<file path="src/rtl/irq_vec_pkg.sv">
package irq_vec_pkg;
  localparam int unsigned VEC_W = 8;
  localparam logic [VEC_W-1:0] VEC_BASE = 8'h12;
  localparam logic [VEC_W-1:0] VEC_IDLE = 8'h00;
endpackage

</file>
<file path="src/rtl/irq_pend_bank.sv">
module irq_pend_bank #(
  parameter int unsigned N_SRC = 27
) (
  input  logic             clk,
  input  logic             rst_n,
  input  logic [N_SRC-1:0] set_i,
  input  logic [N_SRC-1:0] ack_clr_i,
  input  logic             sts_wr_i,
  input  logic [N_SRC-1:0] sts_clr_i,
  output logic [N_SRC-1:0] pend_o
);
  logic [N_SRC-1:0] pend_q;
  logic [N_SRC-1:0] pend_d;
  logic [N_SRC-1:0] clr_all;
  logic             upd_en;

  always_comb begin
    clr_all = ack_clr_i | (sts_wr_i ? sts_clr_i : '0);
    upd_en  = (|set_i) | (|clr_all);
    pend_d  = (pend_q & ~clr_all) | set_i;
  end

  always_ff @(posedge clk or negedge rst_n) begin
    if (!rst_n)      pend_q <= '0;
    else if (upd_en) pend_q <= pend_d;
  end

  assign pend_o = pend_q;

  for (genvar g = 0; g < N_SRC; g++) begin : g_chk
    AST_PULSE_SETS: assert property (@(posedge clk) disable iff (!rst_n)
      set_i[g] |=> pend_q[g]);
    AST_PULSE_BEATS_CLEAR: assert property (@(posedge clk) disable iff (!rst_n)
      (set_i[g] && clr_all[g]) |=> pend_q[g]);
    AST_CLEAR_WORKS: assert property (@(posedge clk) disable iff (!rst_n)
      (clr_all[g] && !set_i[g]) |=> !pend_q[g]);
  end
endmodule

</file>
<file path="src/rtl/irq_prio_enc.sv">
module irq_prio_enc
  import irq_vec_pkg::*;
#(
  parameter int unsigned N_SRC = 27
) (
  input  logic [N_SRC-1:0] req_i,
  output logic             hit_o,
  output logic [VEC_W-1:0] vec_o,
  output logic [N_SRC-1:0] win_o
);
  localparam int unsigned IDX_W = (N_SRC > 1) ? $clog2(N_SRC) : 1;

  logic [IDX_W-1:0] idx;
  logic             hit;

  always_comb begin
    hit = 1'b0;
    idx = '0;
    for (int i = 0; i < N_SRC; i++) begin
      if (req_i[i]) begin
        hit = 1'b1;
        idx = IDX_W'(i);
      end
    end
  end

  always_comb begin
    win_o = '0;
    if (hit) win_o[idx] = 1'b1;
  end

  assign hit_o = hit;
  assign vec_o = hit ? (VEC_BASE + VEC_W'({idx, 1'b0})) : VEC_IDLE;
endmodule

</file>
<file path="src/rtl/irq_vec_reg.sv">
module irq_vec_reg
  import irq_vec_pkg::*;
#(
  parameter int unsigned N_SRC = 27
) (
  input  logic             clk,
  input  logic             rst_n,
  input  logic             rd_i,
  input  logic             wr_i,
  input  logic [VEC_W-1:0] vec_i,
  input  logic [N_SRC-1:0] win_i,
  output logic [VEC_W-1:0] rdata_o,
  output logic [N_SRC-1:0] ack_o
);
  logic [VEC_W-1:0] rd_q;
  logic [VEC_W-1:0] rd_d;

  always_comb begin
    rd_d  = vec_i;
    ack_o = wr_i ? win_i : '0;
  end

  always_ff @(posedge clk or negedge rst_n) begin
    if (!rst_n)    rd_q <= VEC_IDLE;
    else if (rd_i) rd_q <= rd_d;
  end

  assign rdata_o = rd_q;

  AST_RD_HOLDS: assert property (@(posedge clk) disable iff (!rst_n)
    !rd_i |=> $stable(rd_q));
  AST_RD_EVEN: assert property (@(posedge clk) disable iff (!rst_n)
    rd_q[0] == 1'b0);
  AST_ACK_ONE: assert property (@(posedge clk) disable iff (!rst_n)
    $onehot0(ack_o));
endmodule

</file>
<file path="src/rtl/irq_vector_encoder.sv">
module irq_vector_encoder
  import irq_vec_pkg::*;
#(
  parameter int unsigned N_SRC = 27
) (
  input  logic             clk,
  input  logic             rst_n,
  input  logic [N_SRC-1:0] evt_pulse,
  input  logic [N_SRC-1:0] src_en,
  input  logic             sts_wr,
  input  logic [N_SRC-1:0] sts_clr,
  input  logic             vec_wr,
  input  logic             vec_rd,
  output logic [VEC_W-1:0] vec_o,
  output logic [VEC_W-1:0] vec_rdata,
  output logic             irq_o
);
  localparam logic [VEC_W-1:0] VEC_TOP = VEC_BASE + VEC_W'(2 * (N_SRC - 1));

  logic [N_SRC-1:0] pend;
  logic [N_SRC-1:0] live;
  logic [N_SRC-1:0] win;
  logic [N_SRC-1:0] ack;
  logic             hit;

  irq_pend_bank #(.N_SRC(N_SRC)) u_bank (
    .clk       (clk),
    .rst_n     (rst_n),
    .set_i     (evt_pulse),
    .ack_clr_i (ack),
    .sts_wr_i  (sts_wr),
    .sts_clr_i (sts_clr),
    .pend_o    (pend)
  );

  assign live = pend & src_en;

  irq_prio_enc #(.N_SRC(N_SRC)) u_enc (
    .req_i (live),
    .hit_o (hit),
    .vec_o (vec_o),
    .win_o (win)
  );

  irq_vec_reg #(.N_SRC(N_SRC)) u_vreg (
    .clk     (clk),
    .rst_n   (rst_n),
    .rd_i    (vec_rd),
    .wr_i    (vec_wr),
    .vec_i   (vec_o),
    .win_i   (win),
    .rdata_o (vec_rdata),
    .ack_o   (ack)
  );

  assign irq_o = hit;

  AST_IDLE_ZERO: assert property (@(posedge clk) disable iff (!rst_n)
    !irq_o |-> (vec_o == VEC_IDLE));
  AST_VEC_RANGE: assert property (@(posedge clk) disable iff (!rst_n)
    irq_o |-> (vec_o >= VEC_BASE && vec_o <= VEC_TOP && !vec_o[0]));
  AST_IRQ_NEEDS_LIVE: assert property (@(posedge clk) disable iff (!rst_n)
    irq_o |-> ((pend & src_en) != '0));
  AST_MASKED_KEPT: assert property (@(posedge clk) disable iff (!rst_n)
    (vec_wr && irq_o) |=> ($countones(pend) >= $countones($past(pend)) - 1));
endmodule

</file>
<file path="config.mk">
export PLATFORM = sky130hd
export DESIGN_NAME = irq_vector_encoder
export DESIGN_NICKNAME = d
export VERILOG_FILES = /design/src/rtl/irq_vec_pkg.sv /design/src/rtl/irq_pend_bank.sv /design/src/rtl/irq_prio_enc.sv /design/src/rtl/irq_vec_reg.sv /design/src/rtl/irq_vector_encoder.sv
export SDC_FILE = /design/constraint.sdc
export NUM_CORES = 1
export LEC_CHECK = 0
export ABC_AREA = 1
export BUFFER_PORTS_ARGS = -buffer_cell sky130_fd_sc_hd__buf_2
export CORE_UTILIZATION = 30
export DETAILED_ROUTE_END_ITERATION = 12
export GPL_ROUTABILITY_DRIVEN = 0
export SKIP_LAST_GASP = 1
export SYNTH_ARGS = -nofsm -noshare
export SYNTH_HDL_FRONTEND = slang
export SYNTH_SLANG_ARGS = --single-unit
</file>
<file path="constraint.sdc">
create_clock -name clk -period 4.94 [get_ports clk]
set_input_delay 0.988 -clock clk [delete_from_list [all_inputs] [get_ports clk]]
set_output_delay 0.988 -clock clk [all_outputs]
set_load 0.005 [all_outputs]
</file>
==> impl_metrics.py, run 1 <==
metrics = {
    "worst_setup_path": {
        "end_kind": "output pin",
        "path_delay_family": "simple AND/OR/NAND/NOR gates",
        "max_stage_delay_ns": 0.23,
        "path_max_fanout": 4,
        "cp_common_cell": "nand2_1",
        "slowest_stage": "a21oi_2",
        "critical_path.startpoint_type": "primary input",
        "path_buf_inv": 5,
        "critical_path_arrival_ns": 3.33,
        "critPathRequiredTime_ns": 3.95,
        "path_class": "primary input to output pin",
    },
    "logic_synthesis": {
        "synthFlopType": "dfrtp_1",
        "synthDominantCellAreaShare_pct": 39.8,
        "synthArstFlopShare_pct": 100,
        "yosysMostFrequentCell": "nand2_1",
        "synth_seq_cells": 33,
        "yosysUniqueCellTypes": 26,
        "synth_common_cells": "128 x nand2_1, 33 x dfrtp_1, 31 x inv_1, 23 x o211ai_1, 22 x nor2_1",
        "synth_edf_count": 0,
        "ys.warnings.count": 0,
        "synth_top_cell_by_area": "dfrtp_1",
        "synth.top_cells.by_area": "dfrtp_1 40%, nand2_1 23%, o211ai_1 8.3%",
        "netlist_area_um2": 2070,
        "syn_inst": 296,
        "ys_seq_area_share_pct": 39.8,
        "synth.avg_cell_area_um2": 7.01,
    },
    "global_routing": {
        "antenna_found_initial": 0,
        "grt_pass1_vias": 2198,
        "grt-ovfl-total": 0,
        "grt_use_total_pct": 18.2,
        "grt_pass1_wl_um": 10100,
        "grt_max_degree": 34,
    },
    "die": {
        "dieArea_um2": 7250,
        "io-pin-count": 103,
        "die_w_um": 85.2,
        "core_um2": 6490,
        "die_h_um": 85.2,
        "initial_core_util_pct": 31.9,
        "fp-row-count": 29,
    },
    "finish": {
        "fin_area_um2": 2740,
        "nets": 486,
        "stdcell_count": 474,
        "syn_to_final_growth_pct": 32.3,
        "num_antenna_cells": 0,
        "drive_gt1_share_pct": 32.5,
    },
    "placement": {
        "dp_cells": 466,
        "dp_hpwl_um": 4810,
        "port_buffers": 98,
        "postPlaceCellArea_um2": 2630,
    },
    "clock_network": {
        "post_cts_buffers": 0,
        "cts_hold_buffers": 0,
        "cts_resized": 0,
        "numCtsBuffers": 5,
        "htree_num_levels": 2,
        "clk_pin_slew_ns": 0.07,
        "worst_skew_pair.late_latency_ns": 0.29,
        "clockRootBuffer": "clkbuf_8",
        "clock_path_buffers": 2,
        "cts_sinks": 33,
        "cts_tree": "done",
    },
    "detailed_routing": {
        "num_vias": 2176,
        "drc": 0,
        "routedWlPerCell_um": 12.6,
        "post_drt_via_cell_ratio": 4.59,
        "final_antenna_net_count": 0,
        "drt-initial-drc-count": 80,
        "dr.pass1.iters": 4,
        "routed_wl_um": 5970,
    },
    "sta": {
        "rsz0062_at_grt": "no",
        "tightest_slew_ns": 0.756,
        "skew_ns": 0.00923,
        "hold_slack_ns": 0.487,
        "fin_crit_sh_pct": 87.5,
        "hold_violations": 0,
        "timing.fmax_mhz": 231,
        "setup_violations": 0,
        "setup_tns_ns": 0,
        "drv_slew": 0,
        "relSlewSlack_pct": 49.6,
        "layout_min_cycle_time_ns": 4.32,
    },
    "power_and_ir_drop": {
        "power_frac_clock_pct": 35.3,
        "leakage_nw": 1.49,
        "netSwitchingFraction_pct": 29.5,
        "total_power_mw": 0.762,
        "p_sw_mw": 0.224,
        "power_density_nw_per_um2": 278,
        "power_frac_seq_pct": 40.4,
        "peakVddDrop_uv": 127,
        "p_int_mw": 0.537,
        "pwr-share-comb_pct": 24.3,
    },
    "outcome": {
        "status": "complete, no violations",
    },
    "hold_path": {
        "worstHoldPathType": "flip-flop to flip-flop",
    },
    "job": {
        "drv_cap": 0,
    },
}
stage by stage:
step	setup slack, ns	utilization, %
after global routing	0.157	42.2
after floorplan	1.07	-
after global placement	0.684	40.5
final	0.618	42.2
after CTS	0.608	42.2
after detailed placement	0.612	40.5
placed cells by master (no fill, tap or decap), types with 2 or more instances in the layout:
cell type / count
nand3_2: 2
nand2_2: 8
nand3_1: 9
o211ai_1: 23
conb_1: 4
nor2_1: 22
nand2_1: 128
a31o_2: 4
inv_2: 4
clkbuf_8: 6
a21oi_2: 2
dfrtp_1: 33
buf_2: 98
a31oi_1: 2
a21oi_1: 4
ha_1: 4
inv_1: 31
nand2_4: 3
worst paths after layout:
| check | slack, ns | cells past startpoint | endpoint | from |
|---|---|---|---|---|
| setup reg to reg | 2.13 | 31 | u_bank.pend_o[7]$_DFFE_PN0P_ | u_bank.pend_o[1]$_DFFE_PN0P_ |
| hold reg to reg | 0.49 | 2 | u_vreg.rdata_o[3]$_DFFE_PN0P_ | u_vreg.rdata_o[3]$_DFFE_PN0P_ |
| setup / recovery | 0.62 | 33 | vec_o[5] | src_en[1] |
| hold / removal | 0.49 | 2 | u_vreg.rdata_o[3]$_DFFE_PN0P_ | u_vreg.rdata_o[3]$_DFFE_PN0P_ |
| min in group asynchronous | 0.77 | 1 | u_bank.pend_o[10]$_DFFE_PN0P_ | rst_n |
| max in group asynchronous | 3.69 | 1 | u_bank.pend_o[17]$_DFFE_PN0P_ | rst_n |
registers in the layout, summed over array words and instances (netlist names):
| name | flops |
|---|---|
| u_vreg.rdata_o | 6 |
| u_bank.pend_o | 27 |
tightest hold or removal path: stages (launching register included):
cell     delay [ns]
dfrtp_1        0.35
nand2_1        0.05
nand2_1        0.06
layout make-up:
type	count	area (um^2)
Clock buffer	7	86.3
Clock inverter	1	30.0
Fill cell	721	3750
Inverter	36	135
Multi-Input combinational cell	222	1080
Sequential cell	33	826
Tap cell	77	96.3
Timing Repair Buffer	98	490
layer usage:
layer  GRT usage [%]  share of wire, %
met4            6.32               1.0
met1            23.9                46
met2            29.6                46
met3            3.99               7.2
met5               0                 0
logic make-up (layout without fill, tap and decap cells):
family / Yosys count / after routing / synth area share [%]
compound gates: 39 / 39 / 13.8
simple gates: 175 / 175 / 35.2
fa+ha+maj: 4 / 4 / 2.41
buf+inv: 44 / 142 / 8.68
flops: 33 / 33 / 39.8
other cells: 1 / 4 / 0.181
power by group through the flow:
stage / clock network, mW / registers, mW / logic (mW)
floorplan: 0 / 0.312 / 0.108
global placement: 0 / 0.312 / 0.187
detailed placement: 0 / 0.313 / 0.188
CTS: 0.278 / 0.308 / 0.189
global route: 0.291 / 0.310 / 0.216
finish: 0.269 / 0.308 / 0.185
(Power assumes the default switching activity.)
==> inputs of run 2 (changes only) <==
Settings changed: REMOVE_ABC_BUFFERS set to 1.
==> impl_metrics.py, run 2 (synthesis results as in run 1) <==
metrics = {
    "global_routing": {
        "grt_max_degree": 34,
        "antenna_found_initial": 0,
        "grt-ovfl-total": 0,
        "grt_use_total_pct": 17.4,
        "grt_pass1_vias": 2134,
        "grt_pass1_wl_um": 9660,
    },
    "clock_network": {
        "post_cts_buffers": 0,
        "clockRootBuffer": "clkbuf_8",
        "worst_skew_pair.late_latency_ns": 0.29,
        "cts_hold_buffers": 0,
        "clock_path_buffers": 2,
        "cts_resized": 0,
        "cts_sinks": 33,
        "cts_tree": "done",
        "numCtsBuffers": 5,
        "htree_num_levels": 2,
        "clk_pin_slew_ns": 0.06,
    },
    "finish": {
        "syn_to_final_growth_pct": 30.5,
        "nets": 486,
        "drive_gt1_share_pct": 32.0,
        "largest_register_ffs": 27,
        "final_cell_mix": "128 x nand2_1, 98 x buf_2, 33 x dfrtp_1",
        "num_antenna_cells": 0,
        "final_common_cell": "nand2_1",
    },
    "power_and_ir_drop": {
        "power_frac_seq_pct": 44.5,
        "p_int_mw": 0.473,
        "total_power_mw": 0.692,
        "p_sw_mw": 0.219,
        "leakage_nw": 1.47,
        "netSwitchingFraction_pct": 31.7,
        "pwr-share-comb_pct": 26.9,
        "peakVddDrop_uv": 92.0,
        "power_frac_clock_pct": 28.7,
        "power_density_nw_per_um2": 256,
    },
    "worst_setup_path": {
        "critical_path.startpoint_type": "primary input",
        "timing.rr.end": "u_bank.pend_o[7]$_DFFE_PN0P_",
        "cp_common_cell": "nand2_1",
        "path_max_fanout": 4,
        "max_stage_delay_ns": 0.22,
        "reg2reg_depth": 30,
        "critical_path_arrival_ns": 3.33,
        "path_class": "primary input to output pin",
        "slowest_stage": "a21oi_2",
        "end_kind": "output pin",
        "rrSetupSlack_ns": 2.10,
        "r2r-start": "u_bank.pend_o[2]$_DFFE_PN0P_",
        "critPathRequiredTime_ns": 3.95,
    },
    "hold_path": {
        "holdPathStages": 2,
        "worstHoldPathType": "flip-flop to flip-flop",
        "hp-start": "u_vreg.rdata_o[2]$_DFFE_PN0P_",
        "min_to": "u_vreg.rdata_o[2]$_DFFE_PN0P_",
    },
    "die": {
        "dieArea_um2": 7250,
        "core_um2": 6490,
        "die_h_um": 85.2,
        "io-pin-count": 103,
        "die_w_um": 85.2,
        "fp-row-count": 29,
        "initial_core_util_pct": 31.9,
    },
    "sta": {
        "drv_slew": 0,
        "setup_tns_ns": 0,
        "timing.fmax_mhz": 232,
        "rsz0062_at_grt": "no",
        "fin_crit_sh_pct": 87.4,
        "setup_violations": 0,
        "relSlewSlack_pct": 49.2,
        "layout_min_cycle_time_ns": 4.32,
        "hold_violations": 0,
        "tightest_slew_ns": 0.762,
        "skew_ns": 0.00413,
    },
    "detailed_routing": {
        "drc": 0,
        "num_vias": 2166,
        "post_drt_via_cell_ratio": 4.57,
        "dr.pass1.iters": 4,
        "routedWlPerCell_um": 12.6,
        "final_antenna_net_count": 0,
        "drt-initial-drc-count": 120,
        "routed_wl_um": 5990,
    },
    "placement": {
        "dp_hpwl_um": 4750,
        "port_buffers": 98,
    },
    "job": {
        "drv_cap": 0,
    },
    "outcome": {
        "status": "complete, no violations",
    },
}
run 2: power by group through the flow:
stage	Clock [mW]	Sequential, mW	Combinational, mW
global route	0.217	0.311	0.213
finish	0.198	0.308	0.186
detailed placement	0	0.313	0.188
CTS	0.208	0.308	0.189
floorplan	0	0.312	0.102
global placement	0	0.312	0.186
run 2: layout make-up:
cell class	count	area, um^2
fill	700	3790
multi-input combinational	222	1080
sequential	33	826
timing repair buffer	98	490
inverter	36	135
tap	77	96.3
clock buffer	8	80.1
run 2: worst max path at each step:
stage / startpoint / end / depth (start not counted)
4_1_cts: src_en[2] / vec_o[5] / 32
6_report: src_en[2] / vec_o[5] / 32
5_1_grt: src_en[1] / vec_o[5] / 33
3_3_place_gp: src_en[2] / vec_o[5] / 32
3_5_place_dp: src_en[2] / vec_o[5] / 32
2_1_floorplan: src_en[1] / vec_o[5] / 31
run 2: through the flow:
stage | area, um^2 | hold WS, ns | utilization, % | cells | setup WS [ns]
floorplan | 2040 | 0.453 | - | 291 | 1.07
detailed placement | 2630 | 0.462 | 40.5 | 466 | 0.629
global placement | 2630 | 0.461 | 40.5 | 466 | 0.688
CTS | 2710 | 0.479 | 41.7 | 474 | 0.619
finish | 2710 | 0.476 | 41.7 | 474 | 0.622
global route | 2710 | 0.506 | 41.7 | 474 | 0.218
run 2: critical path: cells and delay by family:
family                   cells  cell delay [ns]
AND/OR/NAND/NOR             25             1.34
buffers and inverters        4             0.40
adder cells (fa/ha/maj)      1             0.20
AO/OA/AOI/OAI                2             0.39
run 2: per-layer routing:
| layer | track usage (%) | wire length [um] | vias up |
|---|---|---|---|
| met5 | 0 | 0 | - |
| met4 | 6.01 | 91 | 0 |
| met3 | 3.31 | 267 | 9 |
| met2 | 30.1 | 2830 | 69 |
| met1 | 21.7 | 2800 | 957 |
| li1 | - | - | 1131 |
